<file path="src/rtl/irq_pkg.sv">
package irq_pkg;
  // Decoded action for one clock, produced by the decision logic.
  typedef struct packed {
    logic take;     // request accepted at this boundary
    logic ret;      // return executes
    logic restore;  // saved state written from registers
    logic ie_set;   // flag becomes 1
    logic ie_clr;   // flag becomes 0
  } irq_ctl_t;
endpackage

</file>
<file path="src/rtl/irq_decide.sv">
module irq_decide
  import irq_pkg::*;
(
  input  logic     ie_q,
  input  logic     at_boundary,
  input  logic     irq_req,
  input  logic     do_ret,
  input  logic     do_ien,
  input  logic     do_idis,
  input  logic     do_restore,
  output irq_ctl_t ctl
);
  always_comb begin
    ctl.take    = at_boundary & irq_req & ie_q;
    ctl.ret     = do_ret & ~ctl.take;
    ctl.restore = do_restore & ~ctl.take;
    ctl.ie_clr  = ctl.take | (~do_ret & do_idis);
    ctl.ie_set  = ~ctl.take & (do_ret | (do_ien & ~do_idis));
  end
endmodule

</file>
<file path="src/rtl/irq_state.sv">
module irq_state
  import irq_pkg::*;
#(
  parameter int PC_W   = 32,
  parameter int INFO_W = 16
) (
  input  logic              clk,
  input  logic              rst_n,
  input  irq_ctl_t          ctl,
  input  logic [PC_W-1:0]   cur_pc,
  input  logic [INFO_W-1:0] dev_info,
  input  logic [PC_W-1:0]   wr_pc,
  input  logic [INFO_W-1:0] wr_info_lo,
  output logic              ie_q,
  output logic [PC_W-1:0]   ipc_q,
  output logic [INFO_W-1:0] ii_q
);
  logic              ie_d, ie_en;
  logic [PC_W-1:0]   ipc_d;
  logic [INFO_W-1:0] ii_d;
  logic              sv_en;

  always_comb begin
    ie_en = ctl.ie_set | ctl.ie_clr;
    ie_d  = ctl.ie_set;
    sv_en = ctl.take | ctl.restore;
    ipc_d = ctl.take ? cur_pc   : wr_pc;
    ii_d  = ctl.take ? dev_info : wr_info_lo;
  end

  always_ff @(posedge clk or negedge rst_n) begin
    if (!rst_n) begin
      ie_q <= 1'b0;
    end else if (ie_en) begin
      ie_q <= ie_d;
    end
  end

  always_ff @(posedge clk or negedge rst_n) begin
    if (!rst_n) begin
      ipc_q <= '0;
      ii_q  <= '0;
    end else if (sv_en) begin
      ipc_q <= ipc_d;
      ii_q  <= ii_d;
    end
  end
endmodule

</file>
<file path="src/rtl/irq_redirect.sv">
module irq_redirect
  import irq_pkg::*;
#(
  parameter int PC_W      = 32,
  parameter int CODE_W    = 8,
  parameter int VEC_SHIFT = 4
) (
  input  logic              clk,
  input  logic              rst_n,
  input  irq_ctl_t          ctl,
  input  logic [CODE_W-1:0] dev_code,
  input  logic [PC_W-1:0]   ipc_q,
  output logic              irq_ack,
  output logic              pc_load,
  output logic [PC_W-1:0]   pc_next
);
  localparam int HI_W = PC_W - CODE_W - VEC_SHIFT;

  logic [PC_W-1:0] vec_addr;
  logic [PC_W-1:0] pc_d;
  logic            load_d;

  generate
    if (VEC_SHIFT > 0) begin : g_shift
      assign vec_addr = {{HI_W{1'b0}}, dev_code, {VEC_SHIFT{1'b0}}};
    end else begin : g_flat
      assign vec_addr = {{HI_W{1'b0}}, dev_code};
    end
  endgenerate

  always_comb begin
    load_d = ctl.take | ctl.ret;
    pc_d   = ctl.take ? vec_addr : ipc_q;
  end

  always_ff @(posedge clk or negedge rst_n) begin
    if (!rst_n) begin
      irq_ack <= 1'b0;
      pc_load <= 1'b0;
    end else begin
      irq_ack <= ctl.take;
      pc_load <= load_d;
    end
  end

  always_ff @(posedge clk or negedge rst_n) begin
    if (!rst_n) begin
      pc_next <= '0;
    end else if (load_d) begin
      pc_next <= pc_d;
    end
  end
endmodule

</file>
<file path="src/rtl/irq_vector_unit.sv">
module irq_vector_unit
  import irq_pkg::*;
#(
  parameter int PC_W      = 32,
  parameter int CODE_W    = 8,
  parameter int INFO_W    = 16,
  parameter int VEC_SHIFT = 4
) (
  input  logic              clk,
  input  logic              rst_n,
  input  logic              at_boundary,
  input  logic              irq_req,
  input  logic [CODE_W-1:0] dev_code,
  input  logic [INFO_W-1:0] dev_info,
  input  logic [PC_W-1:0]   cur_pc,
  input  logic              do_ret,
  input  logic              do_ien,
  input  logic              do_idis,
  input  logic              do_save,
  input  logic              do_restore,
  input  logic [PC_W-1:0]   wr_info,
  input  logic [PC_W-1:0]   wr_pc,
  output logic              irq_ack,
  output logic              pc_load,
  output logic [PC_W-1:0]   pc_next,
  output logic [PC_W-1:0]   rd_info,
  output logic [PC_W-1:0]   rd_pc
);
  localparam int PAD_W = PC_W - INFO_W;

  irq_ctl_t          ctl;
  logic              ie_q;
  logic [PC_W-1:0]   ipc_q;
  logic [INFO_W-1:0] ii_q;

  irq_decide u_decide (
    .ie_q        (ie_q),
    .at_boundary (at_boundary),
    .irq_req     (irq_req),
    .do_ret      (do_ret),
    .do_ien      (do_ien),
    .do_idis     (do_idis),
    .do_restore  (do_restore),
    .ctl         (ctl)
  );

  irq_state #(.PC_W(PC_W), .INFO_W(INFO_W)) u_state (
    .clk        (clk),
    .rst_n      (rst_n),
    .ctl        (ctl),
    .cur_pc     (cur_pc),
    .dev_info   (dev_info),
    .wr_pc      (wr_pc),
    .wr_info_lo (wr_info[INFO_W-1:0]),
    .ie_q       (ie_q),
    .ipc_q      (ipc_q),
    .ii_q       (ii_q)
  );

  irq_redirect #(.PC_W(PC_W), .CODE_W(CODE_W), .VEC_SHIFT(VEC_SHIFT)) u_redirect (
    .clk      (clk),
    .rst_n    (rst_n),
    .ctl      (ctl),
    .dev_code (dev_code),
    .ipc_q    (ipc_q),
    .irq_ack  (irq_ack),
    .pc_load  (pc_load),
    .pc_next  (pc_next)
  );

  always_comb begin
    rd_info = do_save ? {{PAD_W{1'b0}}, ii_q} : '0;
    rd_pc   = do_save ? ipc_q : '0;
  end
endmodule

</file>
<file path="config.mk">
export PLATFORM = sky130hd
export DESIGN_NAME = irq_vector_unit
export DESIGN_NICKNAME = d
export VERILOG_FILES = /design/src/rtl/irq_pkg.sv /design/src/rtl/irq_decide.sv /design/src/rtl/irq_state.sv /design/src/rtl/irq_redirect.sv /design/src/rtl/irq_vector_unit.sv
export SDC_FILE = /design/constraint.sdc
export NUM_CORES = 1
export LEC_CHECK = 0
export ABC_AREA = 1
export CAP_MARGIN = 20
export CORE_MARGIN = 10
export CORE_UTILIZATION = 42
export CTS_BUF_LIST = sky130_fd_sc_hd__clkbuf_16
export DETAILED_ROUTE_END_ITERATION = 12
export GPL_TIMING_DRIVEN = 0
export HOLD_SLACK_MARGIN = 0.03
export PLACE_DENSITY_LB_ADDON = 0.15
export SLEW_MARGIN = 20
export SYNTH_ARGS = -nofsm -noshare
export SYNTH_HDL_FRONTEND = slang
export SYNTH_SLANG_ARGS = --single-unit
</file>
<file path="constraint.sdc">
create_clock -name clk -period 1.4 [get_ports clk]
set_input_delay 0.28 -clock clk [delete_from_list [all_inputs] [get_ports clk]]
set_output_delay 0.28 -clock clk [all_outputs]
set_load 0.01 [all_outputs]
</file>
After elaboration in Yosys (flattened, before gate mapping)
Cells that the tools add are included.
{"block": "totals", "reg_bits": 83, "latch_bits": 0, "ram_bits": 0, "mem_bits_ro": 0, "output_inout_bits": 98, "wordCells": 26, "memories": 0}
{"block": "classes", "n_addsub": 0, "multipliers": 0, "div_mod_pow": 0, "order_cmp": 0, "eq_ne": 0, "shifts": 0, "mux": 5, "bitwise": 15, "reduce_logical": 0}
{"cell": "two-way mux 32 bit", "n": 3}
{"cell": "two-way mux 16 bit", "n": 2}
{"cell": "AND 1 bit", "n": 7}
{"cell": "OR 1 bit", "n": 5}
{"cell": "inverter 1 bit", "n": 3}

Depth between registers and ports, before layout
Gate-level depths: netlist of run 1.
{"block": "logic_depth", "word_depth": 5, "depth_mapped": 7}

Modules after synthesis
A second synthesis of run 1 with hierarchy kept.
{"block": "hier_totals", "hier_cells": 548, "area_unflattened_um2": 4184.0}
{"module": "irq_state", "n_inst": 1, "cells_per_inst": 265, "area_per_inst_um2": 2185.8}
{"module": "irq_redirect", "n_inst": 1, "cells_per_inst": 152, "area_per_inst_um2": 1417.6}
{"module": "irq_vector_unit", "n_inst": 1, "cells_per_inst": 118, "area_per_inst_um2": 524.3}
{"module": "irq_decide", "n_inst": 1, "cells_per_inst": 13, "area_per_inst_um2": 56.3}

Worst setup path after synthesis of run 1
Ideal clock, no wire load.
{"block": "synth_path", "path_type": "reg2reg", "from": "register u_state.ie_q", "to": "register u_state.ii_q[15]", "t_arrival_ps": 959, "required_ps": 1283, "setup_slack_ps": 324, "stages_incl_launch_ff": 7, "path_buffers": 2, "path_cell_list": "dfrtp_1 -> nand3_1 -> buf_2 -> buf_2 -> nand2_1 -> nand2_1 -> nand2_1"}
{"block": "synth_between", "elab_chain_len": 4, "elab_cells_between_ends": 5}
{"element": "from (decl)", "line_no": "irq_state.sv:14", "text": "output logic ie_q,"}
{"element": "from (signal assigned)", "line_no": "irq_state.sv:35", "text": "ie_q <= ie_d;"}
{"element": "AND 1 bit *", "line_no": "irq_decide.sv:14", "text": "ctl.take = at_boundary & irq_req & ie_q;"}
{"element": "inverter 1 bit", "line_no": "irq_decide.sv:16", "text": "ctl.restore = do_restore & ~ctl.take;"}
{"element": "AND 1 bit", "line_no": "irq_decide.sv:16"}
{"element": "OR 1 bit", "line_no": "irq_state.sv:26", "text": "sv_en = ctl.take | ctl.restore;"}
{"element": "to (signal assigned)", "line_no": "irq_state.sv:45", "text": "ii_q <= ii_d;"}
{"element": "to (decl)", "line_no": "irq_state.sv:16", "text": "output logic [INFO_W-1:0] ii_q"}
Mark *: on every way between the ends. The rest lies on a longest branch, timed or not.
A chain may end at the register's enable or synchronous reset.

Worst setup path in the final report of run 1
{"block": "layout_path", "from": "register u_state.ipc_q[13]", "to": "output port rd_pc[13]"}
{"block": "layout_between", "elab_chain_len": 1}
{"element": "from (decl)", "line_no": "irq_state.sv:15", "text": "output logic [PC_W-1:0] ipc_q,"}
{"element": "from (signal assigned)", "line_no": "irq_state.sv:44", "text": "ipc_q <= ipc_d;"}
{"element": "two-way mux 32 bit", "line_no": "irq_vector_unit.sv:73", "text": "rd_pc = do_save ? ipc_q : '0;"}
{"element": "to (decl)", "line_no": "irq_vector_unit.sv:27", "text": "output logic [PC_W-1:0] rd_pc"}
No other way between the ends.

==> results.env, run 1 <==
RELSLEWSLACK_PCT=63.25
SYNTH_AREA_MM2=0.004989
AREA_OVERHEAD_VS_SYNTH_PCT=54.83
WORST_R2R_ENDPOINT='u_state.ii_q[0]'
SYN-MEAN-INSTANCE-AREA_UM2=6.470
SYNTH.DISTINCT_CELLS=13
FLOORPLAN.CORE_AREA_MM2=0.01152
CLKSLEWWORSTSETUPHOLDPATHS_NS=0.06
FIN_TOTAL_PWR_uW=7414
MIN_PERIOD_OVER_PERIOD_PCT=97.62
SYNTHESIS.INSTANCES=771
LKG_PWR_uW=0.004768
SYNTH_SEQ_CELLS=83
FINAL_SETUP_VIO_COUNT=0
RR_STARTPOINT='u_state.ie_q'
LAYOUT-DRIVE-GT1-SHARE_PCT=10.69
IR_DROP_mV=0.7872
MIN_FROM='do_ret'
WP_BUF_INV=2
CRITICAL-PATH-SLOWEST-CELL='dfrtp_1'
IO_PINS=227
SYNTH_COMPOUND_GATE_AREA_SHARE_PCT=0.2007
MULTIPLEXER_AREA_FRACTION_AFTER_SYNTHESIS_PCT=0
ANTENNA_CELLS_INSERTED=0
MIN_PATH_TYPE='primary input to flip-flop'
VIAS=5486
FMAX_MHz=731.7
GRT_OVERFLOW=0
WORSTPATHMAXFANOUT=2
FINAL_COMMON_CELL='nand2_1'
FP.DIEH_UM=129.0
WORST_CLK_SKEW_NS=0.006559
CRITPATHTOPFAMILY='flip-flops'
CRITICAL_PATH.MAX_STAGE_DELAY_NS=0.39
DRCVIOLATIONCOUNT=0
TRITONCTS='built'
ARRIVAL_NS=1.09
UTILIZATION_PCT=67.07
POSTROUTEWIRELENGTH_UM=18020
R2R_SLACK_NS=0.10
NUMBER_OF_ANTENNA_VIOLATIONS_AT_THE_FIRST_CHECK_IN_GLOBAL_ROUTING=0
ROUTE.DETAILED.VIAS_PER_INST=4.681
PATH_CELLS='nand2_1, inv_1, dlygate4sd2_1'
GRT_PASS1_WL_UM=27740
NUMBER_OF_LEVELS_THE_H_TREE_WAS_SPLIT_INTO=3
REQUIRED_NS=1.12
LAYOUT_SETUP_WS_NS=0.03328
MIN_DELAY_PATH_DEPTH=5
FP.DIEW_UM=129.0
DRT_PRE_ANTENNA_ITERS=4
LAYOUT_COMMON_CELLS='nand2_1, inv_1, clkdlybuf4s50_1'
FP-ROW-COUNT=39
CTS_MADE_BUFFERS=9
POST-PLACE-WS_NS=-0.4081
POST_DRT_WL_PER_CELL_UM=15.37
CTS_MAX_PATH_BUFFERS=2
WORSTHOLDENDPOINT='u_redirect.pc_next[5]'
DIE_AREA_MM2=0.01664
PLACE_CONGESTION=0.8337
POWER.DENSITY_mW_PER_MM2=960.0
DETAILEDPLACEMENTHPWL_UM=13330
SYNTH_XOR_AREA_SHARE_PCT=0
SIMPLE_GATE_SHARE_OF_THE_SYNTHESIZED_AREA_PCT=40.51
GRT_START_MAX_NET_PINS=49
IO_BUFFER_COUNT=192
GRT_PASS1_VIAS=5158
MAIN_COMBINATIONAL_CELL_FAMILY_BY_AREA_AFTER_SYNTHESIS='simple AND/OR/NAND/NOR gates'
WORST_HOLD_SLACK_NS=0.3373
FINAL_NETS=1153
WORSTMARGINPINSLEW_NS=0.5513
CP-END-KIND='output port'
CTS.SINK_COUNT=83
CLOCK_INSERTION_DELAY_WORST_SKEW_NS=0.33
SYNTH-SEQ-AREA-SHARE_PCT=41.64
CRIT_PATH_START_KIND='flip-flop'
WORST-SETUP-PATH-TYPE='flip-flop to output port'
CLOCK_TREE.ROOT_CELL='clkbuf_16'
MIN_PERIOD_NS=1.367
GRT_USAGE_PCT=20.96
DRTITER0DRC=360
SETUP_TNS_NS=0
RR_WORST_DEPTH=5
DRV_SLEW=0
RUN_STATUS='completed'
START_UTIL_PCT=43.32
SYNTH_ADDER_AREA_SHARE_PCT=0
YS_WARN_COUNT=0
HOLD_VIOL=0
COUNT_OF_NETS_LEFT_WITH_ANTENNA_VIOLATIONS_AFTER_DETAIL_ROUTING=0
MAX_CAP_VIOLATIONS=0
worst max path at each step:
| stage | start | endpoint | slack (ns) | cells after the start |
|---|---|---|---|---|
| after floorplan | u_state.ie_q | u_state.ii_q[15] | 0.32 | 6 |
| after global placement | rst_n | u_state.ii_q[10] | -3.08 | 1 |
| after detailed placement | irq_req | u_redirect.pc_next[7] | -0.41 | 6 |
| after CTS | u_state.ipc_q[18] | rd_pc[18] | 0.0009 | 3 |
| after global routing | u_state.ipc_q[13] | rd_pc[13] | -0.008 | 3 |
| final | u_state.ipc_q[13] | rd_pc[13] | 0.03 | 3 |
repair_timing:
item | CTS | global route
buffers inserted | 15 | 18
endpoints found under the setup margin | 119 | 94
gates resized for setup | 98 | 56
hold buffers | 1 | 0
cloned | 0 | 0
pin swaps | 0 | 0
endpoints found under the hold margin | 35 | 0
Yosys cell counts:
cell type / number / share of area (%)
nand2_1: 369 / 28
inv_1: 131 / 9.9
dfrtp_1: 83 / 42
nand3_1: 57 / 5.7
nand4_1: 56 / 7.0
buf_2: 41 / 4.1
buf_4: 17 / 2.6
clkbuf_1: 11 / 0.83
buf_1: 2 / 0.15
a21oi_1: 1 / 0.10
clkinv_1: 1 / 0.075
conb_1: 1 / 0.075
o21ai_0: 1 / 0.10
area by class of cell:
| type | instances | area, µm² |
|---|---|---|
| Buffer | 71 | 455.4 |
| Timing Repair Buffer | 227 | 2147 |
| Sequential cell | 83 | 2077 |
| Tap cell | 143 | 178.9 |
| Multi-Input combinational cell | 500 | 2091 |
| Inverter | 132 | 495.5 |
| Fill cell | 1063 | 3792 |
| Clock inverter | 7 | 53.80 |
| Clock buffer | 9 | 225.2 |
metal layers:
layer | up-vias | global-route usage [%] | wire length (µm)
met4 | 0 | 5.418 | 187
li1 | 2791 | - | -
met1 | 2483 | 25.49 | 7522
met5 | - | 0 | 0
met2 | 196 | 35.07 | 8608
met3 | 16 | 6.858 | 1697
flip-flops by register name (all words and copies together), names as in the netlist:
| register | cells |
|---|---|
| u_redirect.irq_ack | 1 |
| u_redirect.pc_load | 1 |
| u_redirect.pc_next | 32 |
| u_state.ie_q | 1 |
| u_state.ii_q | 16 |
| u_state.ipc_q | 32 |
through the flow:
stage | std cells | instance area (µm²)
2_1_floorplan | 786 | 5045
3_3_place_gp | 1121 | 7146
3_5_place_dp | 1122 | 7171
4_1_cts | 1154 | 7507
5_1_grt | 1172 | 7724
6_report | 1172 | 7724
worst reg2reg max path: stages, from the launching register on:
cell and delay [ns]:
dfrtp_1 0.40, buf_2 0.28, clkbuf_4 0.27, nand4_1 0.10, nand2_1 0.08, nand2_1 0.06
report_power, final:
part / leakage, µW / total [µW] / internal, µW / switching [µW]
clock: 0.000152 / 2270 / 1350 / 919
combinational: 0.00361 / 2240 / 1100 / 1150
sequential: 0.00100 / 2900 / 2720 / 184
total: 0.00477 / 7410 / 5160 / 2250
logic make-up after synthesis:
logic type | after synthesis
flip-flops | 83
other | 1
AND/OR/NAND/NOR | 482
buffers and inverters | 203
AO/OA/AOI/OAI | 2
Note: power is estimated with default switching activity, not from simulation.
==> run 2, diff against run 1 <==
--- a/config.mk
+++ b/config.mk
@@ -18,3 +18,4 @@
 export SYNTH_ARGS = -nofsm -noshare
 export SYNTH_HDL_FRONTEND = slang
 export SYNTH_SLANG_ARGS = --single-unit
+export TNS_END_PERCENT = 5
==> run 2 against run 1 <==
Compared with the run above:
- sequential power hardly changed
- die area stayed put
- worst setup slack better by 0.0068 ns
- via count is 2.0% lower
- critical path depth stayed put
- hold slack hardly changed
- critical path type unchanged
- highest routed layer unchanged
==> results.env, run 2 (synthesized netlist as in run 1, its figures left out) <==
GRT_PASS1_VIAS=5089  # -1.3%
MIN_PERIOD_NS=1.360  # -0.006815 ns
POST-PLACE-WS_NS=-0.4081  # unchanged
ARRIVAL_NS=1.08  # about the same
GRT_OVERFLOW=0  # unchanged
DRTITER0DRC=336  # -6.7%
RSZ0062_AT_GRT='true'
MET1WIRELENGTH_UM=7488  # -0.45%
WORSTPATHMAXFANOUT=2  # unchanged
CLOCK_TREE.ROOT_CELL='clkbuf_16'
DRCVIOLATIONCOUNT=0  # unchanged
COUNT_OF_NETS_LEFT_WITH_ANTENNA_VIOLATIONS_AFTER_DETAIL_ROUTING=0  # unchanged
TRITONCTS='built'
UTILIZATION_PCT=65.23  # -1.8 points
HIGHEST_LAYER='met4'
NUMBER_OF_LEVELS_THE_H_TREE_WAS_SPLIT_INTO=3  # unchanged
WL_MET2_UM=8494  # -1.3%
CLKSLEWWORSTSETUPHOLDPATHS_NS=0.06  # about the same
MET3_LENGTH_UM=1611  # -5.1%
FLOORPLAN.CORE_AREA_MM2=0.01152  # unchanged
CELL_AREA_AFTER_PLACEMENT_MM2=0.007171  # unchanged
POST_DRT_WL_PER_CELL_UM=15.48  # +0.72%
DIE_AREA_MM2=0.01664  # unchanged
RELSLEWSLACK_PCT=63.74  # +0.49 points
FINAL_SETUP_VIO_COUNT=0  # unchanged
POSTROUTEWIRELENGTH_UM=17760  # -1.4%
REQUIRED_NS=1.12  # about the same
FMAX_MHz=735.3  # +0.50%
DETAILEDPLACEMENTHPWL_UM=13330  # unchanged
RR_STARTPOINT='u_state.ie_q'
FINAL_COMMON_CELL='nand2_1'
MIN_PERIOD_OVER_PERIOD_PCT=97.14  # -0.49 points
CTS.SINK_COUNT=83  # unchanged
FINAL_NETS=1128  # -2.2%
RUN_STATUS='completed'
CP-END-KIND='output port'
IO_BUFFER_COUNT=192  # unchanged
CTS_MAX_PATH_BUFFERS=2  # unchanged
DRV_SLEW=0  # unchanged
R2R_SLACK_NS=0.09  # about the same
POWER.DENSITY_mW_PER_MM2=966.5  # +0.68%
NUMBER_OF_ANTENNA_VIOLATIONS_AT_THE_FIRST_CHECK_IN_GLOBAL_ROUTING=0  # unchanged
LAYOUT_TOP_REGISTERS='u_redirect.pc_next: 32 flops, u_state.ipc_q: 32 flops, u_state.ii_q: 16 flops'
WORSTMARGINPINSLEW_NS=0.5439  # -0.007333 ns
GRT_START_MAX_NET_PINS=49  # unchanged
VIAS=5379  # -2.0%
START_UTIL_PCT=43.32  # unchanged
IR_DROP_mV=0.7546  # -4.1%
CTS_MADE_BUFFERS=9  # unchanged
POSTLAYOUTCELLAREA_MM2=0.007512  # -2.7%
GRT_PASS1_WL_UM=27520  # -0.82%
FP.DIEH_UM=129.0  # unchanged
WORST_CLK_SKEW_NS=0.007228  # +0.0006690 ns
LAYOUT_SETUP_WS_NS=0.04009  # +0.006815 ns
WORST-SETUP-PATH-TYPE='flip-flop to output port'
FP-ROW-COUNT=39  # unchanged
DRT_PRE_ANTENNA_ITERS=6  # +2
LAYOUT-DRIVE-GT1-SHARE_PCT=8.765  # -1.9 points
WORST_HOLD_SLACK_NS=0.3376  # +0.0002540 ns
FP.DIEW_UM=129.0  # unchanged
CRIT_PATH_START_KIND='flip-flop'
ANTENNA_CELLS_INSERTED=0  # unchanged
CLOCK_INSERTION_DELAY_WORST_SKEW_NS=0.33  # about the same
PLACE_CONGESTION=0.8337  # unchanged
HOLD_VIOL=0  # unchanged
MAX_CAP_VIOLATIONS=0  # unchanged
MIN_FROM='do_ret'
LAYOUT_COMMON_CELLS='nand2_1, inv_1, clkdlybuf4s50_1'
IO_PINS=227  # unchanged
CP_LAUNCH_POINT='u_state.ii_q[3]'
ROUTE.DETAILED.VIAS_PER_INST=4.690  # +0.19%
LKG_PWR_uW=0.004611  # -3.3%
AREA_OVERHEAD_VS_SYNTH_PCT=50.59
MIN_PATH_TYPE='primary input to flip-flop'
GRT_USAGE_PCT=20.84  # -0.12 points
[run 2: cell types whose count changed in the layout (fill, tap and decap cells not counted)]
cell,delta
buf_1,+1
buf_6,-1
clkdlybuf4s15_1,+7
buf_2,+5
clkbuf_2,+3
dlygate4sd2_1,-11
clkbuf_4,-4
buf_4,-25
[run 2: per-layer routing]
layer  global-route usage (%)  vias up
met3                    6.817       13
met4                    5.485        0
met5                        0        -
li1                         -     2742
met2                    34.56      201
met1                    25.55     2423
[run 2: worst max-delay path, stage by stage, from the launching register on]
cell and delay (ns):
dfrtp_1 0.37, nand2_1 0.07, inv_1 0.03, dlygate4sd2_1 0.27
[run 2: power by group]
| part | switching (µW) | leakage, µW | total, µW | internal [µW] |
|---|---|---|---|---|
| registers | 199 | 0.00100 | 2920 | 2720 |
| logic | 1100 | 0.00346 | 2080 | 983 |
| clock network | 915 | 0.000152 | 2260 | 1350 |
| total | 2210 | 0.00461 | 7260 | 5050 |
[run 2: path summary, 6_finish.rpt]
kind                                          end  cells past startpoint
max in group asynchronous   u_redirect.pc_next[4]                      3
setup reg to reg                  u_state.ii_q[9]                      5
setup / recovery                       rd_info[3]                      3
hold reg to reg                   u_state.ii_q[6]                      2
min in group asynchronous  u_redirect.pc_next[14]                      2
hold / removal              u_redirect.pc_next[5]                      5
[run 2: layout make-up]
class / instances / area [µm²]
multi-input combinational: 500 / 2091
clock buffer: 9 / 225.2
inverter: 132 / 495.5
fill: 1076 / 4004
tap: 143 / 178.9
timing repair buffer: 202 / 1953
clock inverter: 7 / 53.80
buffer: 71 / 437.9
sequential: 83 / 2077
[run 2: stage by stage]
| step | TNS [ns] | total power [µW] | std cells |
|---|---|---|---|
| after floorplan | 0 | 3941 | 786 |
| after global placement | -294.41 | 5112 | 1121 |
| after detailed placement | -39.59 | 5146 | 1122 |
| after CTS | -0.02329 | 7267 | 1145 |
| after global routing | -0.01297 | 7683 | 1147 |
| final | 0 | 7260 | 1147 |
[run 2: timing repair]
action,CTS,global route
setup buffers,6,2
hold endpoints to repair,35,0
resized for setup,104,58
setup endpoints to repair,119,96
hold buffers,1,0
==> run 3, diff against run 2 <==
--- a/config.mk
+++ b/config.mk
@@ -8,7 +8,7 @@
 export ABC_AREA = 1
 export CAP_MARGIN = 20
 export CORE_MARGIN = 10
-export CORE_UTILIZATION = 42
+export CORE_UTILIZATION = 36
 export CTS_BUF_LIST = sky130_fd_sc_hd__clkbuf_16
 export DETAILED_ROUTE_END_ITERATION = 12
 export GPL_TIMING_DRIVEN = 0
@@ -17,5 +17,6 @@
 export SLEW_MARGIN = 20
 export SYNTH_ARGS = -nofsm -noshare
 export SYNTH_HDL_FRONTEND = slang
+export SYNTH_HIERARCHICAL = 1
 export SYNTH_SLANG_ARGS = --single-unit
 export TNS_END_PERCENT = 5
==> constraint.sdc (replaced) <==
create_clock -name clk -period 1.2 [get_ports clk]
set_input_delay 0.24 -clock clk [delete_from_list [all_inputs] [get_ports clk]]
set_output_delay 0.24 -clock clk [all_outputs]
set_load 0.01 [all_outputs]
==> run 3 against run 2 <==
Compared with the run above:
- the run now ends with negative setup slack left
- highest routed layer unchanged
- flip-flop and latch count stayed put
- sequential share of layout area is 2.0 points higher
- clock skew barely moved
- worst setup slack worse by 0.14 ns
- register-to-register slack lost 0.19 ns
- utilization is 3.8 points lower
- non-clock buffer count rose by 9
- global-route usage is 2.6 points lower
- critical path depth up 5
- clock power up 27%
- design area shrank 6.7%
- synthesized cell count fell by 29%
==> results.env, run 3 <==
RUN_STATUS='complete, but fails checks'
FAILING_CHECKS='negative setup slack'
FLOORPLAN.CORE_AREA_MM2=0.01142  # -0.85%
LAYOUT_COMMON_CELLS='nand2_1, nand3_1, clkdlybuf4s50_1'
SYNTHDOMINANTCELLAREASHARE_PCT=49.64  # +8.0 points
SYNTH-SEQ-AREA-SHARE_PCT=49.64  # +8.0 points
DRCVIOLATIONCOUNT=0  # unchanged
GRT_OVERFLOW=0  # unchanged
FP-ROW-COUNT=39  # unchanged
ROUTE.DETAILED.VIAS_PER_INST=4.652  # -0.80%
NUMBER_OF_LEVELS_THE_H_TREE_WAS_SPLIT_INTO=3  # unchanged
COUNT_OF_NETS_LEFT_WITH_ANTENNA_VIOLATIONS_AFTER_DETAIL_ROUTING=0  # unchanged
POWER.DENSITY_mW_PER_MM2=1304  # +35%
WORST_CLK_SKEW_NS=0.007015  # -0.0002136 ns
VIAS=4429  # -18%
FINAL_NETS=933  # -17%
DOMINANTREGCELLSYNTH='dfrtp_1'
LAYOUT_TOP_REGISTERS='u_redirect/pc_next: 32 flops, u_state/ipc_q: 32 flops, u_state/ii_q: 16 flops'
IO_BUFFER_COUNT=193  # +0.52%
DRT_PRE_ANTENNA_ITERS=4  # -2
MIN_PERIOD_OVER_PERIOD_PCT=108.7
GRT_PASS1_VIAS=4684  # -8.0%
FINISHED_LAYOUT_CELLS=952  # -17%
FINAL_SETUP_VIO_COUNT=71  # +71
LAYOUT_SETUP_WS_NS=-0.1047  # -0.1448 ns
CTS_MAX_PATH_BUFFERS=2  # unchanged
CTS.SINK_COUNT=83  # unchanged
WORST_HOLD_SLACK_NS=0.4235  # +0.08599 ns
TRITONCTS='built'
SYNTH.AREA.TOP_CELLS='dfrtp_1, nand2_1, nand3_1'
IR_DROP_mV=1.009  # +34%
CLOCK_TREE.ROOT_CELL='clkbuf_16'
SYN-MEAN-INSTANCE-AREA_UM2=7.635  # +18%
SYNTH_EDF_COUNT=0  # unchanged
MAX_CAP_VIOLATIONS=0  # unchanged
LKG_PWR_uW=0.003873  # -16%
POST-SYNTH-TOP-COUNT-CELL='nand2_1'
GR-USAGE-MET2_PCT=32.17  # -2.4 points
WORST-SETUP-PATH-TYPE='flip-flop to flip-flop'
GRT_PASS1_WL_UM=24180  # -12%
SYNTH_SEQ_CELLS=83  # unchanged
MIN_PATH_TYPE='primary input to async pin'
ASYNC_FLOP_SHARE_PCT=100.0  # unchanged
SYNTH_AREA_LEADER_CELL='dfrtp_1'
CELL_AREA_AFTER_PLACEMENT_MM2=0.006376  # -11%
CTS_MADE_BUFFERS=9  # unchanged
NUMBER_OF_ANTENNA_VIOLATIONS_AT_THE_FIRST_CHECK_IN_GLOBAL_ROUTING=0  # unchanged
DRTITER0DRC=183  # -46%
PLACE_CONGESTION=0.8132  # -2.5%
LAYOUT-DRIVE-GT1-SHARE_PCT=27.56  # +19 points
SYNTHESIS.INSTANCES=548  # -29%
POSTROUTEWIRELENGTH_UM=15240  # -14%
SYNTH.DISTINCT_CELLS=17  # +4
DETAILEDPLACEMENTHPWL_UM=11360  # -15%
CP-END-KIND='flip-flop'
GRT_START_MAX_NET_PINS=47  # -4.1%
WORST_R2R_ENDPOINT='u_redirect/pc_next[9]'
REQUIRED_NS=1.46  # +0.34 ns
GRT_PEAK_USE_LAYER='met2'
ANTENNA_CELLS_INSERTED=0  # unchanged
WORSTMARGINPINSLEW_NS=0.5329  # -0.01105 ns
YS_WARN_COUNT=6  # +6
FIN_TOTAL_PWR_uW=9145  # +26%
FMAX_MHz=766.5
FINAL_COMMON_CELL='nand2_1'
SYNTH_AREA_MM2=0.004184  # -16%
FP.DIEW_UM=127.8  # -0.91%
POST_DRT_WL_PER_CELL_UM=16.01  # +3.4%
FP.DIEH_UM=127.8  # -0.91%
AREA_OVERHEAD_VS_SYNTH_PCT=67.58
CRIT_PATH_START_KIND='flip-flop'
UTILIZATION_PCT=61.41  # -3.8 points
R2R_SLACK_NS=-0.10  # -0.19 ns
GRT.MET1_USAGE_PCT=20.04  # -5.5 points
GRT_USAGE_PCT=18.20  # -2.6 points
RSZ0062_AT_GRT='true'
POSTLAYOUTCELLAREA_MM2=0.007012  # -6.7%
ARRIVAL_NS=1.57  # +0.49 ns
RR_STARTPOINT='u_state/ie_q'
IO_PINS=227  # unchanged
CLKSLEWWORSTSETUPHOLDPATHS_NS=0.06  # about the same
RR_WORST_DEPTH=8  # +3
HOLD_VIOL=0  # unchanged
DRV_SLEW=0  # unchanged
RELSLEWSLACK_PCT=64.47  # +0.74 points
START_UTIL_PCT=36.64  # -6.7 points
MIN_PERIOD_NS=1.305
DP_CELLS=900  # -20%
FILLERS=1083  # +0.65%
GRT_UTIL_MET3_PCT=6.203  # -0.61 points
DIE_AREA_MM2=0.01633  # -1.8%
SYNTH.TOP_CELLS.BY_COUNT='nand2_1, nand3_1, dfrtp_1'
WORSTPATHMAXFANOUT=10  # +8
CLOCK_INSERTION_DELAY_WORST_SKEW_NS=0.33  # about the same
-- run 3: cell types whose count changed after synthesis, sizes merged, moves of 2 or more --
cell / delta
buf: -15
clkbuf: -4
inv: -73
nand2: -156
nand3: +80
nand4: -56
nor2: +2
-- run 3: metal layers --
layer / share of wire [%] / vias to the layer above
met5: 0 / -
met4: 1.3 / 0
li1: - / 2193
met1: 38 / 2066
met2: 52 / 156
met3: 9.0 / 14
-- run 3: through the flow --
stage	setup TNS [ns]	setup WS, ns
after floorplan	-0.05477	-0.007824
after global placement	-318.08	-3.185
after detailed placement	-54.69	-0.7016
after CTS	-5.088	-0.1453
after global routing	-12.70	-0.1978
final	-4.492	-0.1047
-- run 3: layout make-up --
cell class / instances / area [µm²] / share of cell area [%]
Timing Repair Buffer: 230 / 2013 / 28.71
Clock buffer: 9 / 225.2 / 3.212
Multi-Input combinational cell: 370 / 1694 / 24.16
Clock inverter: 7 / 82.58 / 1.178
Sequential cell: 83 / 2077 / 29.62
Inverter: 58 / 232.7 / 3.319
Tap cell: 143 / 178.9 / 2.552
Buffer: 52 / 508.0 / 7.245
-- run 3: logic make-up (layout without fill, tap and decap cells) --
| family | count (synthesis) | in the layout | share of synthesized area [%] |
|---|---|---|---|
| and+or+nand+nor | 352 | 352 | 36.18 |
| buffers and inverters | 110 | 356 | 13.79 |
| DFF | 83 | 83 | 49.64 |
| AOI/OAI and AO/OA | 2 | 2 | 0.2990 |
| other | 1 | 16 | 0.08963 |
-- run 3: worst max path at each step --
stage                      start                endpoint  slack, ns  depth (start not counted)
2_1_floorplan       u_state/ie_q       u_state/ipc_q[15]     -0.008                          7
3_3_place_gp               rst_n  u_redirect/pc_next[27]      -3.19                          1
3_5_place_dp         at_boundary       u_state/ipc_q[20]      -0.70                          8
4_1_cts        u_state/ipc_q[10]               rd_pc[10]      -0.15                          3
5_1_grt             u_state/ie_q   u_redirect/pc_next[0]      -0.20                          8
6_report            u_state/ie_q   u_redirect/pc_next[9]      -0.10                          8
-- run 3: report_power, final --
part,switching [µW],internal (µW),total [µW]
clock network,1070,1800,2870
registers,254,3260,3510
logic,1350,1420,2760
total,2670,6470,9150
-- run 3: worst max-delay path, cell delays in order (launching register included) --
cell     delay [ns]
dfrtp_1        0.38
nand3_4        0.14
nand2_2        0.10
inv_2          0.04
buf_6          0.13
nor2_8         0.16
buf_8          0.15
nand2_1        0.05
nand3_1        0.07
-- run 3: what timing repair did --
item	CTS	global route
pin swaps	20	20
cloned	1	0
hold buffers	1	0
buffers inserted	32	2
endpoints found under the setup margin	163	155
endpoints found under the hold margin	37	0
resized for setup	356	68
